==> src/rtl/wdt_pkg.sv <==
package wdt_pkg;

  typedef enum logic [1:0] {
    REG_ZMODE = 2'd0,
    REG_CCTRL = 2'd1,
    REG_STAT  = 2'd2,
    REG_KICK  = 2'd3
  } reg_sel_e;

  // control-to-datapath strobes and configuration
  typedef struct packed {
    logic       restart;
    logic       run;
    logic       rstOutEn;
    logic [1:0] pulseSel;
    logic [1:0] preSel;
  } wdt_strobe_t;

endpackage

==> src/rtl/wdt_ctrl.sv <==
module wdt_ctrl
  import wdt_pkg::*;
#(
  parameter int          FIELD_W     = 12,
  parameter int          KEY_W       = 12,
  parameter logic [11:0] ZM_KEY      = 12'hABC,
  parameter logic [11:0] CC_KEY      = 12'h248,
  parameter logic [31:0] RESTART_KEY = 32'h0000_1999
) (
  input  logic               clk,
  input  logic               rstN,
  input  logic               busWr,
  input  logic [1:0]         busAddr,
  input  logic [31:0]        busWdata,
  output logic [31:0]        busRdata,
  input  logic               timeoutSt,
  output wdt_strobe_t        stb,
  output logic [FIELD_W-1:0] reloadField
);
  localparam int KEY_LSB = 32 - KEY_W;

  reg_sel_e          regSel;
  logic [KEY_W-1:0]  wrKey;
  logic              zmWr, ccWr;
  logic              runEn, rstOutEn;
  logic [1:0]        pulseSel, preSel;
  logic [FIELD_W-1:0] fieldReg;

  assign regSel = reg_sel_e'(busAddr);
  assign wrKey  = busWdata[31:KEY_LSB];
  assign zmWr   = busWr && (regSel == REG_ZMODE) && (wrKey == KEY_W'(ZM_KEY));
  assign ccWr   = busWr && (regSel == REG_CCTRL) && (wrKey == KEY_W'(CC_KEY));

  always_ff @(posedge clk or negedge rstN) begin
    if (!rstN) begin
      runEn    <= 1'b0;
      rstOutEn <= 1'b0;
      pulseSel <= 2'd0;
    end else if (zmWr) begin
      runEn    <= busWdata[0];
      rstOutEn <= busWdata[1];
      pulseSel <= busWdata[3:2];
    end
  end

  always_ff @(posedge clk or negedge rstN) begin
    if (!rstN) begin
      preSel   <= 2'd0;
      fieldReg <= '1;
    end else if (ccWr) begin
      preSel   <= busWdata[1:0];
      fieldReg <= busWdata[2 +: FIELD_W];
    end
  end

  always_comb begin
    stb.restart  = busWr && (regSel == REG_KICK) && (busWdata == RESTART_KEY);
    stb.run      = runEn;
    stb.rstOutEn = rstOutEn;
    stb.pulseSel = pulseSel;
    stb.preSel   = preSel;
  end
  assign reloadField = fieldReg;

  always_comb begin
    busRdata = '0;
    unique case (regSel)
      REG_ZMODE: busRdata[3:0] = {pulseSel, rstOutEn, runEn};
      REG_CCTRL: begin
        busRdata[1:0]          = preSel;
        busRdata[2 +: FIELD_W] = fieldReg;
      end
      REG_STAT:  busRdata[0] = timeoutSt;
      default:   busRdata = '0;
    endcase
  end

  // a mode write with a wrong key leaves the mode state alone
  p_zm_key_guard_r2: assert property (@(posedge clk) disable iff (!rstN)
    (busWr && busAddr == 2'd0 && busWdata[31:KEY_LSB] != KEY_W'(ZM_KEY))
      |=> $stable({runEn, rstOutEn, pulseSel}));

  // a count-control write with a wrong key leaves the register alone
  p_cc_key_guard_r3: assert property (@(posedge clk) disable iff (!rstN)
    (busWr && busAddr == 2'd1 && busWdata[31:KEY_LSB] != KEY_W'(CC_KEY))
      |=> $stable({preSel, fieldReg}));

endmodule

==> src/rtl/wdt_datapath.sv <==
module wdt_datapath
  import wdt_pkg::*;
#(
  parameter int FIELD_W   = 12,
  parameter int FILL_BITS = 12,
  parameter int PRE_BASE  = 3,
  parameter int PRE_STEP  = 3
) (
  input  logic               clk,
  input  logic               rstN,
  input  wdt_strobe_t        stb,
  input  logic [FIELD_W-1:0] reloadField,
  output logic               timeoutSt,
  output logic               sysRstOut
);
  localparam int COUNT_W = FIELD_W + FILL_BITS;
  localparam int PRE_W   = PRE_BASE + 3 * PRE_STEP;
  localparam int PULSE_W = 6;

  logic [COUNT_W-1:0] count, reloadVal;
  logic [PRE_W-1:0]   preCnt, preLimit;
  logic [PULSE_W-1:0] pulseCnt, pulseLen;
  logic               tick, lastTick;

  assign reloadVal = {reloadField, {FILL_BITS{1'b1}}};

  always_comb
    preLimit = PRE_W'((32'd1 << (PRE_BASE + PRE_STEP * int'(stb.preSel))) - 32'd1);

  assign tick     = stb.run && (count != '0) && (preCnt >= preLimit);
  assign lastTick = tick && (count == COUNT_W'(1));
  assign pulseLen = PULSE_W'(4) << stb.pulseSel;

  // prescaler and down-counter
  always_ff @(posedge clk or negedge rstN) begin
    if (!rstN) begin
      preCnt    <= '0;
      count     <= '1;
      timeoutSt <= 1'b0;
    end else if (stb.restart) begin
      preCnt    <= '0;
      count     <= reloadVal;
      timeoutSt <= 1'b0;
    end else if (stb.run && count != '0) begin
      if (tick) begin
        preCnt <= '0;
        count  <= count - COUNT_W'(1);
        if (lastTick) timeoutSt <= 1'b1;
      end else begin
        preCnt <= preCnt + PRE_W'(1);
      end
    end
  end

  // reset pulse stretcher
  always_ff @(posedge clk or negedge rstN) begin
    if (!rstN)                        pulseCnt <= '0;
    else if (lastTick && stb.rstOutEn) pulseCnt <= pulseLen;
    else if (pulseCnt != '0)           pulseCnt <= pulseCnt - PULSE_W'(1);
  end
  assign sysRstOut = (pulseCnt != '0);

  // a valid restart loads {N, ones}
  p_reload_r4: assert property (@(posedge clk) disable iff (!rstN)
    stb.restart |=> count == {$past(reloadField), {FILL_BITS{1'b1}}});

  // a stopped timer holds its count
  p_hold_stopped_r6: assert property (@(posedge clk) disable iff (!rstN)
    (!stb.restart && !stb.run) |=> $stable(count) && $stable(preCnt));

  // the flag stays until a restart
  p_flag_sticky_r7: assert property (@(posedge clk) disable iff (!rstN)
    (timeoutSt && !stb.restart) |=> timeoutSt);

  // the flag only stands with an exhausted counter
  p_flag_zero_r7: assert property (@(posedge clk) disable iff (!rstN)
    timeoutSt |-> count == '0);

  // the counter stays at zero until restarted
  p_stop_zero_r9: assert property (@(posedge clk) disable iff (!rstN)
    (count == '0 && !stb.restart) |=> count == '0);

  // a pulse only starts while the reset output is enabled
  p_rst_gate_r8: assert property (@(posedge clk) disable iff (!rstN)
    $rose(sysRstOut) |-> $past(stb.rstOutEn) && timeoutSt);

endmodule

==> src/rtl/sys_watchdog.sv <==
module sys_watchdog
  import wdt_pkg::*;
#(
  parameter int FIELD_W   = 12,
  parameter int FILL_BITS = 12,
  parameter int PRE_BASE  = 3,
  parameter int PRE_STEP  = 3
) (
  input  logic        clk,
  input  logic        rstN,
  input  logic        busWr,
  input  logic [1:0]  busAddr,
  input  logic [31:0] busWdata,
  output logic [31:0] busRdata,
  output logic        sysRstOut,
  output logic        timeoutFlag
);
  wdt_strobe_t        stb;
  logic [FIELD_W-1:0] reloadField;
  logic               timeoutSt;

  wdt_ctrl #(.FIELD_W(FIELD_W)) u_ctrl (
    .clk        (clk),
    .rstN       (rstN),
    .busWr      (busWr),
    .busAddr    (busAddr),
    .busWdata   (busWdata),
    .busRdata   (busRdata),
    .timeoutSt  (timeoutSt),
    .stb        (stb),
    .reloadField(reloadField)
  );

  wdt_datapath #(
    .FIELD_W  (FIELD_W),
    .FILL_BITS(FILL_BITS),
    .PRE_BASE (PRE_BASE),
    .PRE_STEP (PRE_STEP)
  ) u_dp (
    .clk        (clk),
    .rstN       (rstN),
    .stb        (stb),
    .reloadField(reloadField),
    .timeoutSt  (timeoutSt),
    .sysRstOut  (sysRstOut)
  );

  assign timeoutFlag = timeoutSt;

endmodule

==> config.mk <==
export PLATFORM = sky130hd
export DESIGN_NAME = sys_watchdog
export DESIGN_NICKNAME = d
export VERILOG_FILES = /design/src/rtl/wdt_pkg.sv /design/src/rtl/wdt_ctrl.sv /design/src/rtl/wdt_datapath.sv /design/src/rtl/sys_watchdog.sv
export SDC_FILE = /design/constraint.sdc
export NUM_CORES = 1
export LEC_CHECK = 0
export BUFFER_PORTS_ARGS = -buffer_cell sky130_fd_sc_hd__buf_2
export CAP_MARGIN = 20
export CORE_ASPECT_RATIO = 1.2
export CORE_MARGIN = 2
export CORE_UTILIZATION = 56
export DETAILED_ROUTE_END_ITERATION = 16
export PLACE_DENSITY = 0.8
export SLEW_MARGIN = 5
export SYNTH_ARGS = -nofsm -noshare
export SYNTH_HDL_FRONTEND = slang
export SYNTH_SLANG_ARGS = --single-unit
==> constraint.sdc <==
create_clock -name clk -period 3.9 [get_ports clk]
set_input_delay 0.195 -clock clk [delete_from_list [all_inputs] [get_ports clk]]
set_output_delay 0.195 -clock clk [all_outputs]
set_load 0.03 [all_outputs]
### Word-level counts from Yosys, hierarchy flattened

Index checks and enable logic that the tools add are counted.

* reductions and logical operators: 19
* order comparisons: 1
* equal/unequal tests: 7
* shifts and indexed selects: 2
* $mul: 1
* mux-type cells: 15
* $add $sub $neg: 5

Operators by type and width (count)
* two-way mux 24 bit: 3
* two-way mux 12 bit: 3
* adder 3 x 32 -> 32 bit (first input constant): 1
* == test 32 x 13 -> 1 bit (second input constant): 1
* left shift 1 x 32 -> 12 bit (first input constant): 1
* == test 24 x 1 -> 1 bit (second input constant): 1
* nonzero test 24 bit: 1
* subtractor 24 x 1 -> 24 bit (second input constant): 1
* adder 12 x 1 -> 12 bit (second input constant): 1
* == test 12 x 10 -> 1 bit (second input constant): 1
* == test 12 bit (second input constant): 1
* greater-or-equal comparator 12 bit: 1
* two-way mux 6 bit: 2
* subtractor 12 x 1 -> 12 bit (second input constant): 1
* logical AND 1 bit: 10
* two-way mux 10 bit: 1
* nonzero test 2 bit: 4
* case mux 3 bit (2 select lines): 1
* nonzero test 6 bit: 1
* left shift 3 x 2 -> 6 bit (first input constant): 1
* subtractor 6 x 1 -> 6 bit (second input constant): 1
* == test 2 bit (second input constant): 2
* multiplier 2 x 2 -> 4 bit (first input constant): 1
* two-way mux 1 bit: 4
* other kinds (5): 5

* word-level logic and storage cells: 59
* input bits: 37
* bits in registers: 61

### Longest topological paths before layout

* word-level depth: 11
* mapped depth: 19

### Cells and area by module

A second synthesis with hierarchy kept.

* cell total of the unflattened synthesis: 418
* area total of the unflattened synthesis: 4083.9 µm²

By module, submodules not included
* wdt_datapath: cells each 316, area each 2937.8 µm², times used 1
* wdt_ctrl: cells each 102, area each 1146.1 µm², times used 1

### Least setup slack after synthesis

No wires, ideal clock.

* path type: reg2reg
* start: register u_ctrl.preSel[0]
* end: register u_dp.pulseCnt[0]
* path buffers: 3
* data required time: 3.763 ns
* stages on the path, launching flop included: 16
* arrival time: 3.073 ns
* clock period less this slack: 3.211 ns
* library setup time: 0.137 ns
* slack: 0.689 ns
* cell sequence: dfrtp_1 > clkbuf_1 > nor2_1 > ha_1 > nor2b_1 > nand3b_1 > ha_1 > xor2_1 > ha_1 > nand2_1 > o21ai_0 > a31oi_1 > clkbuf_1 > clkbuf_1 > nor4_1 > a21oi_1

* longest elaborated chain between the ends: 9
* elaborated cells between the ends (all ways): 10

RTL lines
* from (decl): RTL line wdt_ctrl.sv:26 `logic [1:0] pulseSel, preSel;`
* from (signal assigned): RTL line wdt_ctrl.sv:51 `preSel <= busWdata[1:0];`
* multiplier 2 x 2 -> 4 bit (*): RTL line wdt_datapath.sv:28 `preLimit = PRE_W'((32'd1 << (PRE_BASE + PRE_STEP * int'(stb.preSel))) - 32'd1);`
* adder 3 x 32 -> 32 bit (*): RTL line wdt_datapath.sv:28
* left shift 1 x 32 -> 12 bit (*): RTL line wdt_datapath.sv:28
* subtractor 12 x 1 -> 12 bit (*): RTL line wdt_datapath.sv:28
* greater-or-equal comparator 12 bit (*): RTL line wdt_datapath.sv:30 `assign tick = stb.run && (count != '0) && (preCnt >= preLimit);`
* logical AND 1 bit (*): RTL line wdt_datapath.sv:30
* logical AND 1 bit (*): RTL line wdt_datapath.sv:31 `assign lastTick = tick && (count == COUNT_W'(1));`
* logical AND 1 bit (*): RTL line wdt_datapath.sv:58 `else if (lastTick && stb.rstOutEn) pulseCnt <= pulseLen;`
* two-way mux 6 bit / nonzero test 2 bit (equally long branches)
* to (signal assigned): RTL line wdt_datapath.sv:58
* to (signal assigned): RTL line wdt_datapath.sv:59 `else if (pulseCnt != '0) pulseCnt <= pulseCnt - PULSE_W'(1);`
* to (decl): RTL line wdt_datapath.sv:22 `logic [PULSE_W-1:0] pulseCnt, pulseLen;`

Every way passes the cells marked *; elsewhere a longest branch is shown, timed or not.
A chain may end at the register's enable or synchronous reset.

### Worst setup path after layout

* start: register u_ctrl.preSel[0]
* end: register u_dp.preCnt[9]

* longest elaborated chain between the ends: 9

RTL lines
* multiplier 2 x 2 -> 4 bit: RTL line wdt_datapath.sv:28
* adder 3 x 32 -> 32 bit: RTL line wdt_datapath.sv:28
* left shift 1 x 32 -> 12 bit: RTL line wdt_datapath.sv:28
* subtractor 12 x 1 -> 12 bit: RTL line wdt_datapath.sv:28
* greater-or-equal comparator 12 bit: RTL line wdt_datapath.sv:30
* logical AND 1 bit: RTL line wdt_datapath.sv:30
* two-way mux 12 bit: RTL line wdt_datapath.sv:45 `if (tick) begin`
* two-way mux 12 bit: RTL line wdt_datapath.sv:44 `end else if (stb.run && count != '0) begin`
* two-way mux 12 bit: RTL line wdt_datapath.sv:40 `end else if (stb.restart) begin`
* to (signal assigned): RTL line wdt_datapath.sv:50 `preCnt <= preCnt + PRE_W'(1);`
* to (decl): RTL line wdt_datapath.sv:21 `logic [PRE_W-1:0] preCnt, preLimit;`

No other way between the ends. The select of a mux whose other input is x is not followed.

==> results.sh <==
export IMPL_ant_nets=0
export IMPL_r2r_start="u_ctrl.preSel[0]"
export IMPL_yosysWarnings=0
export IMPL_period_share=0.889
export IMPL_async_flop_share=1.00
export IMPL_setup_worst_path_start_class="flop"
export IMPL_critical_path_most_common_cell="ha_1"
export IMPL_cp_slowest_cell="dfrtp_1"
export IMPL_max_stage_delay_ns=0.47
export IMPL_cts_buffers=9
export IMPL_syn_area_um2=3900
export IMPL_maxSlewViolCount=0
export IMPL_combinationalPowerShare=0.065
export IMPL_power_frac_clock=0.409
export IMPL_synth_seq_cells=61
export IMPL_cts_tree="yes"
export IMPL_postCtsSetupRepairBufs=0
export IMPL_fin_nets=527
export IMPL_drcViolationCount=0
export IMPL_num_rows=33
export IMPL_htreeDepth=3
export IMPL_critical_path_class="reg -> reg"
export IMPL_path_clk_slew_ns=0.06
export IMPL_finalWirelength_um=7800
export IMPL_synth_area_leaders="dfstp_2 (24%), dfrtp_1 (16%), ha_1 (6.4%), xnor2_1 (5.8%), mux2_2 (5.2%)"
export IMPL_p_per_area_nw_per_um2=279
export IMPL_cap_violations=0
export IMPL_die_h_um=95.4
export IMPL_seq_area_frac_synth=0.403
export IMPL_r2r_end="u_dp.preCnt[9]"
export IMPL_ctsResizeCount=0
export IMPL_internal_power_uw=922
export IMPL_r2r_slack_ns=0.43
export IMPL_crit_required_ns=4.15
export IMPL_cp_max_fo=13
export IMPL_worstPathArrival_ns=3.72
export IMPL_grt_max_degree=62
export IMPL_gp_congestion=0.827
export IMPL_initial_utilization=0.576
export IMPL_place_hpwl_um=5850
export IMPL_vdd_drop_max_mv=0.225
export IMPL_final_core_util=0.644
export IMPL_drive_gt1_frac=0.280
export IMPL_setup_viol=0
export IMPL_grt_pass1_wl_um=13300
export IMPL_hold_buffers=0
export IMPL_clockBufferDepth=2
export IMPL_grt_setup_unrepaired="false"
export IMPL_yosysTopAreaCell="dfstp_2"
export IMPL_period_needed_ns=3.47
export IMPL_setup_tns_ns=0
export IMPL_portBuffers=52
export IMPL_drtPass1Iterations=4
export IMPL_num_vias=3098
export IMPL_hold_class="in -> async"
export IMPL_crit_path_end_kind="flop"
export IMPL_outcome="complete, no violations"
export IMPL_grt_overflow=0
export IMPL_p_leak_uw=0.00196
export IMPL_cts_root_buf="clkbuf_8"
export IMPL_hold_violations=0
export IMPL_wire_per_inst_um=13.9
export IMPL_synth_edf_count=0
export IMPL_tightestPinTransition_ns=0.753
export IMPL_via_per_inst=5.51
export IMPL_num_antenna_cells=0
export IMPL_synth_top_area_frac=0.242
export IMPL_ys_flop_type="dfstp_2"
export IMPL_core_area_um2=6770
export IMPL_syn_area_per_cell_um2=9.33
export IMPL_finalInstanceArea_um2=4360
export IMPL_grt_use_total=0.220
export IMPL_grt_pass1_vias=2953
export IMPL_switching_power_uw=295
export IMPL_clock_fmax_ghz=0.288
export IMPL_worstRegToRegCells=14
export IMPL_switching_share=0.243
export IMPL_relSlewSlack=0.494
export IMPL_synth_cells=418
export IMPL_ios=71
export IMPL_crit_chain="nor2_1 > ha_1 > nor2b_1 > nand3b_1 > ha_1 > xor2_1 > ha_1 > nand2_1 > o21ai_0 > a31oi_2 > buf_4 > nand2b_1 > nand2_1 > nor2_1"
export IMPL_insertion_delay_ns=0.34
export IMPL_finClkSkew_ns=0.0103
export IMPL_place_area_um2=4190
export IMPL_synth_cell_types=46
export IMPL_power_share_sequential=0.526
export IMPL_antenna_found_initial=0
export IMPL_die_area_um2=7650
export IMPL_synthToLayoutAreaGrowth_pct=11.8
export IMPL_fp_dieW_um=80.2
export IMPL_drt_iter0_markers=152
export IMPL_cts_sinks=61
[layout by cell type, fill, tap and decap left out, types with 2 or more instances in the layout]
| master | netlist | layout |
|---|---|---|
| a21boi_0 | 2 | 2 |
| a21o_1 | 2 | 2 |
| a21oi_1 | 22 | 22 |
| and2_1 | 10 | 10 |
| and3_1 | 3 | 3 |
| buf_2 | 1 | 52 |
| buf_4 | 18 | 5 |
| clkbuf_8 | 0 | 11 |
| clkinv_2 | 0 | 3 |
| conb_1 | 1 | 18 |
| dfrtp_1 | 25 | 25 |
| dfstp_2 | 36 | 36 |
| ha_1 | 20 | 20 |
| inv_1 | 9 | 9 |
| mux2_2 | 18 | 18 |
| mux2i_1 | 5 | 5 |
| nand2_1 | 38 | 38 |
| nand2b_1 | 6 | 6 |
| nand3_1 | 17 | 17 |
| nand3b_1 | 6 | 6 |
| nand4_1 | 7 | 7 |
| nor2_1 | 44 | 44 |
| nor2b_1 | 2 | 2 |
| nor3_1 | 20 | 20 |
| nor3b_1 | 5 | 5 |
| nor4_1 | 10 | 10 |
| nor4_4 | 2 | 2 |
| nor4b_1 | 2 | 2 |
| o21a_1 | 2 | 2 |
| o21ai_0 | 9 | 9 |
| or3_1 | 8 | 8 |
| or4_1 | 4 | 4 |
| or4b_2 | 2 | 2 |
| xnor2_1 | 26 | 26 |
| xor2_1 | 11 | 11 |
[power by group through the flow]
stage / registers (uW) / clock network, uW / logic [uW]
finish: 640 / 498 / 79.2
global route: 640 / 537 / 89.3
CTS: 640 / 506 / 79.7
detailed placement: 650 / 0 / 79.4
global placement: 650 / 0 / 77.8
floorplan: 649 / 0 / 54.8
[Yosys cell counts, types with 2 or more instances]
library cell	number
a21boi_0	2
a21o_1	2
a21oi_1	22
and2_1	10
and3_1	3
buf_4	18
clkbuf_1	13
dfrtp_1	25
dfstp_2	36
ha_1	20
inv_1	9
mux2_2	18
mux2i_1	5
nand2_1	38
nand2b_1	6
nand3_1	17
nand3b_1	6
nand4_1	7
nor2_1	44
nor2b_1	2
nor3_1	20
nor3b_1	5
nor4_1	10
nor4_4	2
nor4b_1	2
o21a_1	2
o21ai_0	9
or3_1	8
or4_1	4
or4b_2	2
xnor2_1	26
xor2_1	11
[worst max-delay path by stage]
stage | startpoint | endpoint | slack [ns] | depth (start not counted)
2_1_floorplan | u_ctrl.preSel[0] | u_dp.pulseCnt[0] | 0.69 | 15
3_3_place_gp | u_ctrl.preSel[0] | u_dp.pulseCnt[0] | 0.58 | 12
3_5_place_dp | u_ctrl.preSel[0] | u_dp.preCnt[9] | 0.43 | 14
4_1_cts | u_ctrl.preSel[0] | u_dp.preCnt[2] | 0.42 | 14
5_1_grt | u_ctrl.preSel[0] | u_dp.preCnt[10] | 0.13 | 13
6_report | u_ctrl.preSel[0] | u_dp.preCnt[9] | 0.43 | 14
[critical path, delay by kind of cell, from the launching register on]
kind            cells  cell delay, ns
fa+ha+maj           3            0.69
buf+inv             1            0.26
simple gates        7            1.31
xor+xnor            1            0.16
compound gates      2            0.50
flops               1            0.47
[cells by family after synthesis]
group | count (synthesis) | synth area share
xor gates and xnor gates | 37 | 0.0831
AOI/OAI and AO/OA | 43 | 0.0619
and+or+nand+nor | 191 | 0.264
adders and majority gates | 20 | 0.0641
muxes | 23 | 0.0648
buffers and inverters | 42 | 0.0580
other | 1 | 0.000961
DFF | 61 | 0.403
[area by class of cell]
type	count	area, um^2
Fill cell	564	2410
Multi-Input combinational cell	332	2170
Sequential cell	61	1570
Timing Repair Buffer	57	298
Clock buffer	12	155
Tap cell	87	109
Inverter	9	33.8
Clock inverter	4	22.5
[metal layers]
metal / global-route usage / part of all wire / wire [um]
met1: 0.283 / 0.44 / 3410
met2: 0.374 / 0.50 / 3910
met3: 0.0341 / 0.047 / 363
met4: 0.0847 / 0.014 / 112
met5: 0 / 0 / 0
[registers in the layout, indices dropped and copies added (netlist names)]
name                flops
u_dp.count             24
u_ctrl.reloadField     12
u_dp.preCnt            12
u_dp.pulseCnt           6
u_ctrl.preSel           2
u_ctrl.pulseSel         2
u_ctrl.rstOutEn         1
u_ctrl.runEn            1
u_dp.timeoutSt          1
[through the flow]
stage	total power [uW]	instances	hold WS (ns)	setup WS, ns
global route	1270	562	0.0781	0.132
global placement	728	546	0.384	0.576
CTS	1230	562	0.0309	0.421
floorplan	704	435	-0.101	0.689
finish	1220	562	0.000982	0.432
detailed placement	729	546	0.387	0.429
Power figures use the tool's default switching activity.
